**config.mk**
```make
export PLATFORM = sky130hd
export DESIGN_NAME = guard_timer
export DESIGN_NICKNAME = d
export VERILOG_FILES = /design/src/rtl/gt_pkg.sv /design/src/rtl/gt_prescaler.sv /design/src/rtl/gt_shadow.sv /design/src/rtl/gt_regs.sv /design/src/rtl/gt_core.sv /design/src/rtl/guard_timer.sv
export SDC_FILE = /design/constraint.sdc
export NUM_CORES = 1
export LEC_CHECK = 0
export CAP_MARGIN = 20
export CORE_ASPECT_RATIO = 1.5
export CORE_UTILIZATION = 25
export DETAILED_ROUTE_END_ITERATION = 10
export DONT_BUFFER_PORTS = 1
export GPL_TIMING_DRIVEN = 0
export HOLD_SLACK_MARGIN = 0.03
export PLACE_DENSITY = 0.5
export REMOVE_ABC_BUFFERS = 1
export SYNTH_ARGS = -nofsm -noshare
export SYNTH_HDL_FRONTEND = slang
export SYNTH_SLANG_ARGS = --single-unit
```
**constraint.sdc**
```tcl
create_clock -name clk -period 4.4 [get_ports clk]
set_input_delay 0.44 -clock clk [delete_from_list [all_inputs] [get_ports clk]]
set_output_delay 0.44 -clock clk [all_outputs]
set_load 0.005 [all_outputs]
```
**src/rtl/gt_pkg.sv**
```systemverilog
package gt_pkg;
    typedef enum logic [1:0] {
        GT_IDLE  = 2'd0,
        GT_RUN   = 2'd1,
        GT_FIRED = 2'd2
    } gt_state_e;

    localparam int OFF_KEY = 'h00;
    localparam int OFF_PSC = 'h04;
    localparam int OFF_RLD = 'h08;
    localparam int OFF_STS = 'h0C;
    localparam int OFF_WIN = 'h10;
    localparam int OFF_EWC = 'h14;

    localparam logic [15:0] KEY_OPEN   = 16'h5555;
    localparam logic [15:0] KEY_FEED   = 16'hAAAA;
    localparam logic [15:0] KEY_LAUNCH = 16'hCCCC;

    localparam int EWC_ACK_BIT = 14;
    localparam int EWC_EN_BIT  = 15;
endpackage

```
**src/rtl/gt_prescaler.sv**
```systemverilog
module gt_prescaler #(
    parameter int CODE_W  = 4,
    parameter int MIN_LOG = 2,
    parameter int MAX_LOG = 10
) (
    input  logic              clk,
    input  logic              rst_n,
    input  logic [CODE_W-1:0] code,
    output logic              tick
);
    localparam int PW       = MAX_LOG;
    localparam int MAX_CODE = MAX_LOG - MIN_LOG;

    logic [PW-1:0]     pcnt;
    logic [PW-1:0]     limit;
    logic [CODE_W-1:0] eff;

    always_comb begin
        eff   = (code > CODE_W'(MAX_CODE)) ? CODE_W'(MAX_CODE) : code;
        limit = PW'((32'd1 << (32'(eff) + MIN_LOG)) - 32'd1);
        tick  = (pcnt >= limit);
    end

    always_ff @(posedge clk or negedge rst_n) begin
        if (!rst_n)    pcnt <= '0;
        else if (tick) pcnt <= '0;
        else           pcnt <= pcnt + 1'b1;
    end

    // the smallest division is 4, so ticks never come back to back
    p_tick_gap_r5: assert property (@(posedge clk) disable iff (!rst_n)
        tick |=> !tick);
endmodule

```
**src/rtl/gt_shadow.sv**
```systemverilog
module gt_shadow #(
    parameter int             W         = 12,
    parameter int             UPD_TICKS = 2,
    parameter logic [W-1:0]   RST_VAL   = '0
) (
    input  logic         clk,
    input  logic         rst_n,
    input  logic         wr,
    input  logic [W-1:0] wval,
    input  logic         tick,
    output logic [W-1:0] prog,
    output logic [W-1:0] act,
    output logic         busy
);
    localparam int UW = (UPD_TICKS < 2) ? 1 : $clog2(UPD_TICKS);

    logic [UW-1:0] n;

    always_ff @(posedge clk or negedge rst_n) begin
        if (!rst_n) begin
            prog <= RST_VAL;
            act  <= RST_VAL;
            busy <= 1'b0;
            n    <= '0;
        end else if (wr) begin
            prog <= wval;
            busy <= 1'b1;
            n    <= '0;
        end else if (busy && tick) begin
            if (n == UW'(UPD_TICKS - 1)) begin
                busy <= 1'b0;
                act  <= prog;
            end else begin
                n <= n + 1'b1;
            end
        end
    end

    // when the busy flag drops, the committed value equals the programmed one
    p_commit_r9: assert property (@(posedge clk) disable iff (!rst_n)
        $fell(busy) |-> (act == prog));
endmodule

```
**src/rtl/gt_regs.sv**
```systemverilog
module gt_regs
    import gt_pkg::*;
#(
    parameter int CNT_W     = 12,
    parameter int CODE_W    = 4,
    parameter int UPD_TICKS = 2,
    parameter int AW        = 5,
    parameter int DW        = 16
) (
    input  logic              clk,
    input  logic              rst_n,
    input  logic              wr_en,
    input  logic [AW-1:0]     addr,
    input  logic [DW-1:0]     wdata,
    input  logic              tick,
    output logic [DW-1:0]     rdata,
    output logic [CODE_W-1:0] psc_act,
    output logic [CNT_W-1:0]  rld_act,
    output logic [CNT_W-1:0]  cmp_val,
    output logic              irq_en,
    output logic              key_feed,
    output logic              key_launch,
    output logic              irq_ack
);
    logic              open_q;
    logic              prot_wr;
    logic [CNT_W-1:0]  win_q;
    logic [CODE_W-1:0] psc_prog;
    logic [CNT_W-1:0]  rld_prog;
    logic              psc_busy;
    logic              rld_busy;
    logic              key_wr;

    assign key_wr     = wr_en && (addr == AW'(OFF_KEY));
    assign prot_wr    = wr_en && open_q;
    assign key_feed   = key_wr && (wdata == KEY_FEED);
    assign key_launch = key_wr && (wdata == KEY_LAUNCH);
    assign irq_ack    = wr_en && (addr == AW'(OFF_EWC)) && wdata[EWC_ACK_BIT];

    always_ff @(posedge clk or negedge rst_n) begin
        if (!rst_n)      open_q <= 1'b0;
        else if (key_wr) open_q <= (wdata == KEY_OPEN);
    end

    always_ff @(posedge clk or negedge rst_n) begin
        if (!rst_n) begin
            win_q   <= '1;
            cmp_val <= '0;
            irq_en  <= 1'b0;
        end else if (prot_wr) begin
            if (addr == AW'(OFF_WIN)) win_q <= wdata[CNT_W-1:0];
            if (addr == AW'(OFF_EWC)) begin
                cmp_val <= wdata[CNT_W-1:0];
                irq_en  <= wdata[EWC_EN_BIT];
            end
        end
    end

    gt_shadow #(.W(CODE_W), .UPD_TICKS(UPD_TICKS), .RST_VAL('0)) u_psc_shadow (
        .clk  (clk),
        .rst_n(rst_n),
        .wr   (prot_wr && (addr == AW'(OFF_PSC))),
        .wval (wdata[CODE_W-1:0]),
        .tick (tick),
        .prog (psc_prog),
        .act  (psc_act),
        .busy (psc_busy)
    );

    gt_shadow #(.W(CNT_W), .UPD_TICKS(UPD_TICKS), .RST_VAL('1)) u_rld_shadow (
        .clk  (clk),
        .rst_n(rst_n),
        .wr   (prot_wr && (addr == AW'(OFF_RLD))),
        .wval (wdata[CNT_W-1:0]),
        .tick (tick),
        .prog (rld_prog),
        .act  (rld_act),
        .busy (rld_busy)
    );

    always_comb begin
        rdata = '0;
        case (addr)
            AW'(OFF_PSC): rdata = DW'(psc_prog);
            AW'(OFF_RLD): rdata = DW'(rld_prog);
            AW'(OFF_STS): rdata = DW'({rld_busy, psc_busy});
            AW'(OFF_WIN): rdata = DW'(win_q);
            AW'(OFF_EWC): begin
                rdata              = DW'(cmp_val);
                rdata[EWC_EN_BIT]  = irq_en;
            end
            default:      rdata = '0;
        endcase
    end

    // closed registers keep their content
    p_closed_hold_r2: assert property (@(posedge clk) disable iff (!rst_n)
        !open_q |=> ($stable(win_q) && $stable(cmp_val) && $stable(irq_en)
                     && $stable(psc_prog) && $stable(rld_prog)));
endmodule

```
**src/rtl/gt_core.sv**
```systemverilog
module gt_core
    import gt_pkg::*;
#(
    parameter int CNT_W = 12
) (
    input  logic             clk,
    input  logic             rst_n,
    input  logic             tick,
    input  logic             key_feed,
    input  logic             key_launch,
    input  logic [CNT_W-1:0] rld_act,
    input  logic [CNT_W-1:0] cmp_val,
    input  logic             irq_en,
    input  logic             irq_ack,
    output logic             wdg_rst,
    output logic             early_irq
);
    gt_state_e        state, nxt;
    logic [CNT_W-1:0] cnt;
    logic [CNT_W-1:0] dec;
    logic             load;
    logic             step;
    logic             hit;
    logic             irq_q;

    assign dec  = cnt - CNT_W'(1);
    assign load = (state != GT_FIRED) && (key_feed || (key_launch && state == GT_IDLE));
    assign step = (state == GT_RUN) && tick && !key_feed && (cnt != '0);
    assign hit  = step && irq_en && (dec == cmp_val);

    always_comb begin
        nxt = state;
        unique case (state)
            GT_IDLE:  if (key_launch) nxt = GT_RUN;
            GT_RUN:   if (tick && !key_feed && cnt == '0) nxt = GT_FIRED;
            GT_FIRED: nxt = GT_FIRED;
            default:  nxt = state;
        endcase
    end

    always_ff @(posedge clk or negedge rst_n) begin
        if (!rst_n) state <= GT_IDLE;
        else        state <= nxt;
    end

    always_ff @(posedge clk or negedge rst_n) begin
        if (!rst_n)    cnt <= '1;
        else if (load) cnt <= rld_act;
        else if (step) cnt <= dec;
    end

    always_ff @(posedge clk or negedge rst_n) begin
        if (!rst_n)       irq_q <= 1'b0;
        else if (hit)     irq_q <= 1'b1;
        else if (irq_ack) irq_q <= 1'b0;
    end

    always_comb begin
        wdg_rst   = (state == GT_FIRED);
        early_irq = irq_q;
    end

    // the fired state is terminal
    p_fired_sticky_r6: assert property (@(posedge clk) disable iff (!rst_n)
        (state == GT_FIRED) |=> (state == GT_FIRED));
    // an unfed tick at zero count fires in the next cycle
    p_fire_on_zero_r6: assert property (@(posedge clk) disable iff (!rst_n)
        (state == GT_RUN && tick && !key_feed && cnt == '0) |=> wdg_rst);
    // once started, the watchdog never returns to idle
    p_no_stop_r3: assert property (@(posedge clk) disable iff (!rst_n)
        (state != GT_IDLE) |=> (state != GT_IDLE));
    // a pending early interrupt is held until acknowledged
    p_irq_hold_r7: assert property (@(posedge clk) disable iff (!rst_n)
        (irq_q && !irq_ack) |=> irq_q);
endmodule

```
**src/rtl/guard_timer.sv**
```systemverilog
module guard_timer #(
    parameter int CNT_W     = 12,
    parameter int CODE_W    = 4,
    parameter int MIN_LOG   = 2,
    parameter int MAX_LOG   = 10,
    parameter int UPD_TICKS = 2,
    parameter int AW        = 5,
    parameter int DW        = 16
) (
    input  logic          clk,
    input  logic          rst_n,
    input  logic          bus_wr,
    input  logic [AW-1:0] bus_addr,
    input  logic [DW-1:0] bus_wdata,
    output logic [DW-1:0] bus_rdata,
    output logic          wdg_rst,
    output logic          early_irq
);
    logic              tick;
    logic [CODE_W-1:0] psc_act;
    logic [CNT_W-1:0]  rld_act;
    logic [CNT_W-1:0]  cmp_val;
    logic              irq_en;
    logic              key_feed;
    logic              key_launch;
    logic              irq_ack;

    gt_prescaler #(.CODE_W(CODE_W), .MIN_LOG(MIN_LOG), .MAX_LOG(MAX_LOG)) u_psc (
        .clk  (clk),
        .rst_n(rst_n),
        .code (psc_act),
        .tick (tick)
    );

    gt_regs #(.CNT_W(CNT_W), .CODE_W(CODE_W), .UPD_TICKS(UPD_TICKS), .AW(AW), .DW(DW)) u_regs (
        .clk       (clk),
        .rst_n     (rst_n),
        .wr_en     (bus_wr),
        .addr      (bus_addr),
        .wdata     (bus_wdata),
        .tick      (tick),
        .rdata     (bus_rdata),
        .psc_act   (psc_act),
        .rld_act   (rld_act),
        .cmp_val   (cmp_val),
        .irq_en    (irq_en),
        .key_feed  (key_feed),
        .key_launch(key_launch),
        .irq_ack   (irq_ack)
    );

    gt_core #(.CNT_W(CNT_W)) u_core (
        .clk       (clk),
        .rst_n     (rst_n),
        .tick      (tick),
        .key_feed  (key_feed),
        .key_launch(key_launch),
        .rld_act   (rld_act),
        .cmp_val   (cmp_val),
        .irq_en    (irq_en),
        .irq_ack   (irq_ack),
        .wdg_rst   (wdg_rst),
        .early_irq (early_irq)
    );
endmodule

```
==> metrics.txt, run 1 <==
DRC 0; # fillers 1904; R2R Setup Slk 270 ps; top sig layer met4; PD cells 285 nW/um^2; post-route design area around 5500 um^2; Yosys top cell area share 26.2%; GPL Wtd Cong 0.863; f_max around 240 MHz; Gate Count Post-Synth about 430; commonest non-fill, non-tap cell in the layout mux2_2; max incr delay on CP 450 ps; Synth Register Bits 87; most frequent CP cell a21oi_1; met3 routed WL 362 um; post-DP HPWL 8890 um; TritonCTS clock tree yes; CTS sink cnt 87; Mapped Area ~4800 um^2; commonest non-fill, non-tap cells in the layout mux2_2, dfstp_2, dfrtp_1; Slew Limit Fails 0; status finished clean; global-route wire length before repair 19200 um; Synth warnings 0; Min Hold Slack 245 ps; number of synthesized flops with an enable pin 0; Netlist cell types 62; Worst path slowest cell or3_4; max_cap viols 0; drt first-iter violations 110; Final setup viols 0; CTS root buffer clkbuf_16; routed vias approximately 3400; largest net degree at the start of global routing 88; initial antenna violation count 0; mux cell area share after synthesis between 10% and 20%; endpoint type of the worst setup path flip-flop; M1 WL between 4000 and 5000 um; Clk pin slew, worst setup/hold paths about 70 ps; Post-Synth Simple-Gate Area 14.0%; CP startpoint u_regs.u_psc_shadow.act[3]$_DFFE_PN0P_; Inserted Diodes 0; vias in the first global route 3516; die footprint 19900 um^2; drt wl/cell approximately 17 um; RSZ-0062 raised after global routing no; WP data required ~4600 ps; routed vias/inst 4.90; Crit path max-delay family simple AND/OR/NAND/NOR gates; Tot GR Track Use about an eighth; CTS Buffer Depth 2; Critical Path, Cell by Cell inv_1, nand2_1, inv_1, ha_2, xnor2_4, nor2b_4, nand3b_1, ha_2, nor2_1, nand3_1, a21oi_1, a21oi_1, ha_1, a21oi_1, nor3b_2, or3_4, buf_4, nand4b_1, mux2_2; Hold Path Class in -> reg; worst vdd ir 0.236 mV; leakage power total 2.38 nW; die width between 100 and 150 um; Post-Synth XOR/XNOR Area 4.36%; layout cell share with drive strength beyond 1 33.9%; WS Path Type reg -> reg; Skew-Pair Late Insertion Delay roughly 340 ps; die height 172 um; I/O Pins 42; post-synth top area cell dfstp_2; Num CTS Buffers 9; critical path startpoint category flip-flop; Synth Area in Compound Gates 11.6%; Worst Path Buf+Inv 3; std cell rows 61; I/O Buffers 0; placed inst area 5090 um^2; final hold violation count 0; Area growth syn-to-layout 14.6%; grt ovf 0; Final Cycle Share 93.9%; WL final 12100 um; remaining antenna violation count 0; top_reg_cell synth dfstp_2; number of nets in the layout 480; Tmin final 4130 ps; sequential fraction of the synthesis area 46.4%; final core occ 29.5%; # H-tree levels 3; Initial Util 25.8%; Least-Margin Pin Slew approximately 1000 ps; Syn Area/Cell 11.2 um^2; Worst Path Arrival 4360 ps; RR Startpoint u_regs.u_psc_shadow.act[3]$_DFFE_PN0P_; Core Area between 15000 and 20000 um^2; clk_skew a little under 6 ps; crit-path max FO 8; Synth area leaders dfstp_2, dfrtp_1, mux2_2; Adder-Cell Fraction of Synth Area 4.67%; max_slew headroom 31.2%; met2 WL post-DR ~6800 um; ys async rst share 100%; first-pass iteration count of the detailed router 5; main combinational cell family by area after synthesis multiplexers; Hold Startpoint bus_wdata[15]
worst reg2reg max path: cells and delay by family (launching register included):
family	cells	cell delay, ps
and+or+nand+nor	8	1420
adders and majority gates	3	810
xor gates and xnor gates	1	160
muxes	1	370
buffers and inverters	3	400
AOI/OAI and AO/OA	3	420
DFF	1	430
synthesized netlist by cell type, drive strengths merged, types with 2 or more instances:
cell / instances
mux2i: 9
and2: 5
nor2: 27
nand2: 21
mux2: 58
o41ai: 2
nor3: 7
nor2b: 4
nand2b: 7
a31oi: 2
dfrtp: 39
a22o: 2
a41oi: 2
buf: 9
a222oi: 8
or4bb: 2
a21o: 2
nand3: 19
nor4: 2
dfstp: 48
a22oi: 9
nand4: 2
o221ai: 3
nand3b: 3
a21oi: 14
nand4b: 2
a221o: 3
inv: 21
xor2: 12
or3: 9
o21a: 2
xnor2: 12
clkbuf: 8
ha: 18
o21ai: 13
nor4bb: 6
cells by family after synthesis:
| family | Yosys count |
|---|---|
| AND/OR/NAND/NOR | 123 |
| multiplexers | 67 |
| flip-flops | 87 |
| other | 1 |
| XOR/XNOR | 24 |
| adder cells (fa/ha/maj) | 18 |
| buffers and inverters | 38 |
| AO/OA/AOI/OAI | 73 |
area by class of cell:
class / count / area (um^2) / share of cell area (%)
tap: 252 / 315 / 5.71
sequential: 87 / 2240 / 40.5
clock inverter: 7 / 65.1 / 1.18
multi-input combinational: 309 / 2500 / 45.2
clock buffer: 9 / 225 / 4.08
timing repair buffer: 10 / 101 / 1.84
inverter: 21 / 78.8 / 1.43
power by group:
part | total [mW] | internal, mW | switching (mW)
sequential | 0.802 | 0.802 | 0.000151
clock | 0.741 | 0.396 | 0.345
combinational | 0.0299 | 0.00879 | 0.0212
total | 1.57 | 1.21 | 0.366
sequential cells by signal (all words and copies together), names as in the netlist:
signal / count
u_core.early_irq: 1
u_psc.pcnt: 10
u_regs.open_q: 1
u_regs.u_psc_shadow.prog: 4
u_regs.u_rld_shadow.busy: 1
u_regs.u_rld_shadow.act: 12
u_regs.u_psc_shadow.act: 4
u_core.cnt: 12
u_regs.u_psc_shadow.n: 1
u_regs.cmp_val: 12
u_regs.u_psc_shadow.busy: 1
u_regs.u_rld_shadow.n: 1
u_regs.irq_en: 1
u_core.state: 2
u_regs.u_rld_shadow.prog: 12
u_regs.win_q: 12
stage by stage:
step	total power, mW	setup WS [ps]	std cells	TNS [ps]
2_1_floorplan	0.824	196	416	0
3_3_place_gp	0.827	-1050	668	-25770
3_5_place_dp	0.827	-1140	671	-24030
4_1_cts	1.60	22.0	691	0
5_1_grt	1.63	47.2	695	0
6_report	1.57	270	695	0
routing by layer:
layer / track usage (%) / vias to the layer above
li1: - / 1590
met1: 13.7 / 1757
met2: 24.9 / 49
met3: 2.35 / 11
met4: 5.14 / 0
met5: 0 / -
timing repair:
item | 4_1_cts | 5_1_grt
resized for setup | 9 | 5
endpoints found under the setup margin | 34 | 31
setup buffers | 1 | 4
pin swaps | 2 | 2
endpoints found under the hold margin | 87 | 0
gates cloned | 1 | 0
hold buffers | 2 | 0
path summary, 6_finish.rpt:
path | to | cells past startpoint
worst min register to register | u_regs.u_rld_shadow.n$_DFFE_PN0P_ | 2
worst min-delay path | u_regs.irq_en$_DFFE_PN0P_ | 1
worst max register to register | u_regs.u_psc_shadow.act[3]$_DFFE_PN0P_ | 19
max in group asynchronous | u_regs.win_q[5]$_DFFE_PN1P_ | 2
min in group asynchronous | u_regs.u_psc_shadow.n$_DFFE_PN0P_ | 2
worst max-delay path | u_regs.u_psc_shadow.act[3]$_DFFE_PN0P_ | 19
No activity file was read; power rests on OpenSTA's default activity.
==> run 2, diff against run 1 <==
Settings changed: CORE_ASPECT_RATIO 1.5 to 0.9.
==> run 2 against run 1 <==
  * Sequential share of layout area up 0.16 points
  * Clock skew up 6.3 ps
  * First-iteration DRC count is 120% higher
  * Largest cell class unchanged
  * Final cell count fell by 1.0%
  * Count of clock-buffer cells in the layout unchanged
  * Via count down 1.5%
  * Worst hold slack worse by 1.2 ps
  * Die area about the same
  * Fmax rose by 1.3%
  * Global-route usage shrank 0.44 points
  * Power grew 2.6%
==> metrics.txt, run 2 (synthesis results as in run 1) <==
status finished clean (unchanged); post-place setup slack -1030 ps (was -1140 ps); CP endpoint u_core.state[1]$_DFFE_PN0P_ (was u_regs.u_psc_shadow.act[3]$_DFFE_PN0P_); vias in the first global route 3352 (was 3516); WL final 11700 um (was 12100 um); post-route setup slack 324 ps (was 270 ps); Num CTS Buffers 9 (unchanged); critical path depth 19 (unchanged); clk_skew 12.1 ps (was 5.82 ps); Final Total Pwr 1.61 mW (was 1.57 mW); RR Startpoint u_regs.u_psc_shadow.act[3]$_DFFE_PN0P_ (unchanged); Clk pin slew, worst setup/hold paths 70 ps (about the same); Crit path max-delay family simple AND/OR/NAND/NOR gates (unchanged); # fillers 1871 (was 1904); die footprint 19800 um^2 (was 19900 um^2); R2R Setup Slk 320 ps (was 270 ps); std cell rows 47 (was 61); worst vdd ir 0.166 mV (was 0.236 mV); DRC 0 (unchanged); CTS Buffer Depth 2 (unchanged); setup TNS 0 ps (unchanged); Initial Util 25.9% (was 25.8%); drt wl/cell 17.0 um (was 17.4 um); layout cell share with drive strength beyond 1 32.7% (was 33.9%); # H-tree levels 3 (unchanged); area occupied by multi-input gates 2470 um^2 (was 2500 um^2); Worst Path Buf+Inv 2 (was 3); final core occ 29.5% (about the same); Tot GR Track Use 12.5% (was 13.0%); commonest non-fill, non-tap cells in the layout mux2_2, dfstp_2, dfrtp_1 (unchanged); initial antenna violation count 0 (unchanged); endpoint type of the worst setup path flip-flop (unchanged); register area 2240 um^2 (unchanged); RSZ-0062 raised after global routing no (unchanged); routed vias/inst 4.88 (was 4.90); I/O Buffers 0 (unchanged); remaining antenna violation count 0 (unchanged); max_cap viols 0 (unchanged); max incr delay on CP 440 ps (was 450 ps); worst reg2reg path depth 19 (unchanged); Worst path slowest cell dfrtp_2 (was or3_4); Least-Margin Pin Slew 1050 ps (was 1030 ps); post-route design area 5500 um^2 (was 5520 um^2); WP data required 4620 ps (was 4630 ps); Tmin final 4080 ps (was 4130 ps); Final setup viols 0 (unchanged); die width 148 um (was 115 um); max_slew headroom 30.0% (was 31.2%); Slew Limit Fails 0 (unchanged); global-route wire length before repair 19000 um (was 19200 um); crit-path max FO 8 (unchanged); Hold Path Class in -> reg (unchanged); placed inst area 5080 um^2 (was 5090 um^2); Worst R2R End u_core.state[1]$_DFFE_PN0P_ (was u_regs.u_psc_shadow.act[3]$_DFFE_PN0P_); CP startpoint u_regs.u_psc_shadow.act[3]$_DFFE_PN0P_ (unchanged); routed vias 3356 (was 3407); drt first-iter violations 241 (was 110); GPL Wtd Cong 0.894 (was 0.863); Area growth syn-to-layout 14.1% (was 14.6%); critical path startpoint category flip-flop (unchanged); Critical Path, Cell by Cell inv_1, nand2_1, inv_1, ha_1, xnor2_2, nor2b_2, nand3b_1, ha_2, nor2_1, nand3_1, a21oi_1, a21oi_1, ha_1, a41oi_1, nor3_1, or3_4, nand2_1, a2111oi_4, mux2_4 (was inv_1, nand2_1, inv_1, ha_2, xnor2_4, nor2b_4, nand3b_1, ha_2, nor2_1, nand3_1, a21oi_1, a21oi_1, ha_1, a21oi_1, nor3b_2, or3_4, buf_4, nand4b_1, mux2_2); WS Path Type reg -> reg (unchanged); Inserted Diodes 0 (unchanged); first-pass iteration count of the detailed router 6 (was 5); die height 134 um (was 172 um); I/O Pins 42 (unchanged); leakage power total 2.38 nW (about the same); PD cells 294 nW/um^2 (was 285 nW/um^2); commonest non-fill, non-tap cell in the layout mux2_2 (unchanged); largest net degree at the start of global routing 88 (unchanged); post-DP HPWL 8310 um (was 8890 um); f_max 245 MHz (was 242 MHz); number of nets in the layout 480 (unchanged); TritonCTS clock tree yes (unchanged); grt ovf 0 (unchanged); Worst Path Arrival 4290 ps (was 4360 ps); CTS sink cnt 87 (unchanged); final hold violation count 0 (unchanged); Core Area 18600 um^2 (was 18700 um^2); Skew-Pair Late Insertion Delay 340 ps (about the same); CTS root buffer clkbuf_16 (unchanged); Final Cycle Share 92.6% (was 93.9%)
run 2: metal layers:
| layer | global-route usage (%) | up-vias | part of all wire, % |
|---|---|---|---|
| met5 | 0 | - | 0 |
| met4 | 4.30 | 0 | 1.7 |
| met3 | 2.05 | 14 | 3.6 |
| met2 | 19.6 | 70 | 47 |
| met1 | 17.4 | 1681 | 48 |
| li1 | - | 1591 | - |
run 2: timing repair:
action | in CTS | in global routing
pin swaps | 2 | 3
endpoints found under the setup margin | 32 | 31
gates resized for setup | 7 | 2
endpoints found under the hold margin | 87 | 0
gates cloned | 1 | 0
buffers inserted | 1 | 4
hold buffers | 2 | 0
run 2: cell type report:
type	instances	share of cell area (%)
Sequential cell	87	40.7
Clock buffer	9	4.09
Timing Repair Buffer	10	1.91
Tap cell	245	5.57
Inverter	21	1.43
Clock inverter	7	1.41
Multi-Input combinational cell	309	44.9
run 2: stage by stage:
step | hold slack [ps] | std cells
after detailed placement | 146 | 664
after global routing | 231 | 688
after floorplan | 144 | 416
after CTS | 233 | 684
after global placement | 146 | 661
final | 244 | 688
run 2: worst register-to-register path: stages, from the launching register on:
cell and delay [ps]:
dfrtp_2 440, inv_1 100, nand2_1 130, inv_1 90, ha_1 260, xnor2_2 180
nor2b_2 230, nand3b_1 130, ha_2 240, nor2_1 130, nand3_1 90, a21oi_1 170
a21oi_1 60, ha_1 300, a41oi_1 100, nor3_1 250, or3_4 230, nand2_1 100
a2111oi_4 390, mux2_4 340
run 2: power by group:
group          total (mW)  switching, mW  internal [mW]
clock               0.783          0.337          0.446
sequential          0.802       0.000157          0.802
combinational      0.0297         0.0209        0.00879
total                1.61          0.358           1.26
run 2: worst min-delay path by stage:
| stage | startpoint | to | slack, ps | cells after the start |
|---|---|---|---|---|
| 2_1_floorplan | rst_n | u_core.early_irq$_DFFE_PN0P_ | 140 | 0 |
| 5_1_grt | bus_wdata[5] | u_regs.cmp_val[5]$_DFFE_PN0P_ | 230 | 1 |
| 3_3_place_gp | rst_n | u_psc.pcnt[0]$_DFF_PN0_ | 150 | 0 |
| 6_report | bus_wdata[6] | u_regs.cmp_val[6]$_DFFE_PN0P_ | 240 | 1 |
| 3_5_place_dp | rst_n | u_psc.pcnt[1]$_DFF_PN0_ | 150 | 0 |
| 4_1_cts | bus_wdata[6] | u_regs.cmp_val[6]$_DFFE_PN0P_ | 230 | 1 |
==> run 3, diff against run 2 <==
==> constraint.sdc (replaced) <==
create_clock -name clk -period 4.4 [get_ports clk]
set_input_delay 0 -clock clk [delete_from_list [all_inputs] [get_ports clk]]
set_output_delay 0 -clock clk [all_outputs]
set_load 0.005 [all_outputs]
==> run 3 against run 2 <==
  * Worst hold slack worse by 180 ps
  * First-iteration DRC count is 8.7% higher
  * Fmax is 1.3% higher
  * Utilization is 1.1 points higher
  * Sequential cell count stayed put
  * Largest cell class unchanged
  * Combinational power is 73% higher
  * Critical endpoint unchanged
  * Die area stayed put
==> metrics.txt, run 3 (synthesis results as in run 1) <==
critical path startpoint category flip-flop (unchanged); vias in the first global route 3531 (was 3352); Logic pwr share 3.1% (was 1.8%); die width 148 um (unchanged); # H-tree levels 3 (unchanged); post-route design area 5710 um^2 (was 5500 um^2); Tot GR Track Use 13.3% (was 12.5%); routed vias 3493 (was 3356); number of nets in the layout 501 (was 480); Final Cycle Share 91.5% (was 92.6%); Num CTS Buffers 9 (unchanged); Least-Margin Pin Slew 1040 ps (was 1050 ps); grt ovf 0 (unchanged); worst vdd ir 0.171 mV (was 0.166 mV); Critical Path, Cell by Cell inv_1, nand2_1, inv_1, ha_2, xnor2_2, nor2b_2, nand3b_1, ha_2, nor2_1, nand3_1, a21oi_1, a21oi_1, ha_1, a41oi_1, nor3_1, or3_4, nand2_1, a2111oi_4, mux2_4 (was inv_1, nand2_1, inv_1, ha_1, xnor2_2, nor2b_2, nand3b_1, ha_2, nor2_1, nand3_1, a21oi_1, a21oi_1, ha_1, a41oi_1, nor3_1, or3_4, nand2_1, a2111oi_4, mux2_4); commonest non-fill, non-tap cells in the layout mux2_2, dfstp_2, dfrtp_1 (unchanged); remaining antenna violation count 0 (unchanged); Area growth syn-to-layout 18.5% (was 14.1%); R2R Setup Slk 380 ps (was 320 ps); routed vias/inst 4.93 (was 4.88); Tmin final 4020 ps (was 4080 ps); std cell rows 47 (unchanged); placed inst area 5080 um^2 (unchanged); post-place setup slack -1030 ps (unchanged); drt wl/cell 17.7 um (was 17.0 um); I/O Buffers 0 (unchanged); Core Area 18600 um^2 (unchanged); post-DP HPWL 8310 um (unchanged); RSZ-0062 raised after global routing no (unchanged); fin cells 709 (was 688); drt first-iter violations 262 (was 241); Worst Path Buf+Inv 2 (unchanged); global-route wire length before repair 20000 um (was 19000 um); GPL Wtd Cong 0.894 (unchanged); first-pass iteration count of the detailed router 5 (was 6); CTS sink cnt 87 (unchanged); Seq pwr share 49.0% (was 49.7%); WS Path Type reg -> reg (unchanged); PD cells 286 nW/um^2 (was 294 nW/um^2); CP startpoint u_regs.u_psc_shadow.act[3]$_DFFE_PN0P_ (unchanged); max_cap viols 0 (unchanged); Worst Path Arrival 4240 ps (was 4290 ps); Switch Pwr 369 uW (was 358 uW); status finished clean (unchanged); Slew Limit Fails 0 (unchanged); CTS Buffer Depth 2 (unchanged); final core occ 30.7% (was 29.5%); Hold Path Class in -> reg (unchanged); final hold violation count 0 (unchanged); Hold Startpoint bus_wr (was bus_wdata[6]); Sw Share 22.5% (was 22.2%); Crit path max-delay family simple AND/OR/NAND/NOR gates (unchanged); Clk pin slew, worst setup/hold paths 60 ps (was 70 ps); I/O Pins 42 (unchanged); Final setup viols 0 (unchanged); crit-path max FO 8 (unchanged); die footprint 19800 um^2 (unchanged); die height 134 um (unchanged); DRC 0 (unchanged); TritonCTS clock tree yes (unchanged); RR Startpoint u_regs.u_psc_shadow.act[3]$_DFFE_PN0P_ (unchanged); Worst path slowest cell dfrtp_2 (unchanged); post-route setup slack 376 ps (was 324 ps); f_max 248 MHz (was 245 MHz); initial antenna violation count 0 (unchanged); Inserted Diodes 0 (unchanged); max_slew headroom 30.3% (was 30.0%); CTS root buffer clkbuf_16 (unchanged); leakage power total 2.47 nW (was 2.38 nW); largest net degree at the start of global routing 88 (unchanged); clk_skew 12.0 ps (was 12.1 ps); Skew-Pair Late Insertion Delay 340 ps (about the same); Clk pwr share 47.8% (was 48.5%); P_int 1.27 mW (was 1.26 mW); commonest non-fill, non-tap cell in the layout mux2_2 (unchanged); Final Total Pwr 1.64 mW (was 1.61 mW); max incr delay on CP 470 ps (was 440 ps); Initial Util 25.9% (unchanged); layout cell share with drive strength beyond 1 31.5% (was 32.7%); WP data required 4620 ps (about the same); endpoint type of the worst setup path flip-flop (unchanged); Placed Cells 664 (unchanged); WL final 12500 um (was 11700 um)
[run 3: final timing paths]
kind	end	depth (start not counted)
worst min register to register	u_regs.u_rld_shadow.n$_DFFE_PN0P_	2
max in group asynchronous	u_regs.u_rld_shadow.act[11]$_DFFE_PN1P_	2
worst min-delay path	u_regs.u_psc_shadow.n$_DFFE_PN0P_	3
worst max-delay path	u_core.state[1]$_DFFE_PN0P_	19
worst max register to register	u_core.state[1]$_DFFE_PN0P_	19
min in group asynchronous	u_core.state[0]$_DFFE_PN0P_	2
[run 3: stage by stage]
stage / setup TNS (ps) / hold slack [ps]
global placement: -23310 / -294
finish: 0 / 61.9
global route: 0 / 82.4
detailed placement: -22310 / -294
CTS: 0 / 63.9
floorplan: 0 / -296
[run 3: what timing repair did]
item	CTS	global route
gates resized for setup	7	3
buffers inserted	1	4
pin swaps	2	3
hold buffers	23	0
endpoints found under the setup margin	32	31
hold endpoints to repair	134	0
cloned	1	0
[run 3: metal layers]
metal | vias to the layer above | wire (um) | GRT usage (%)
met2 | 91 | 5920 | 21.1
met4 | 0 | 274 | 5.38
met5 | - | 0 | 0
li1 | 1645 | - | -
met1 | 1740 | 5760 | 18.2
met3 | 17 | 570 | 1.95
[run 3: cell type report]
class / instances / area, um^2
clock buffers: 9 / 225
clock inverters: 7 / 77.6
inverters: 21 / 78.8
repair buffers: 31 / 315
flip-flops and latches: 87 / 2240
multi-input cells: 309 / 2470
well taps: 245 / 307
fillers: 1863 / 12900
[run 3: worst reg2reg max path: cells and delay by family, from the launching register on]
kind,cells,cell delay (ps)
compound gates,4,720
xor+xnor,1,130
fa+ha+maj,3,760
buf+inv,2,230
flops,1,470
mux,1,340
simple gates,8,1260
[run 3: power by group through the flow]
stage          registers [mW]  logic (mW)  clock network, mW
4_1_cts                 0.802      0.0530              0.803
3_5_place_dp            0.816      0.0111                  0
3_3_place_gp            0.816      0.0110                  0
2_1_floorplan           0.816     0.00879                  0
5_1_grt                 0.802      0.0572              0.836
6_report                0.802      0.0515              0.783
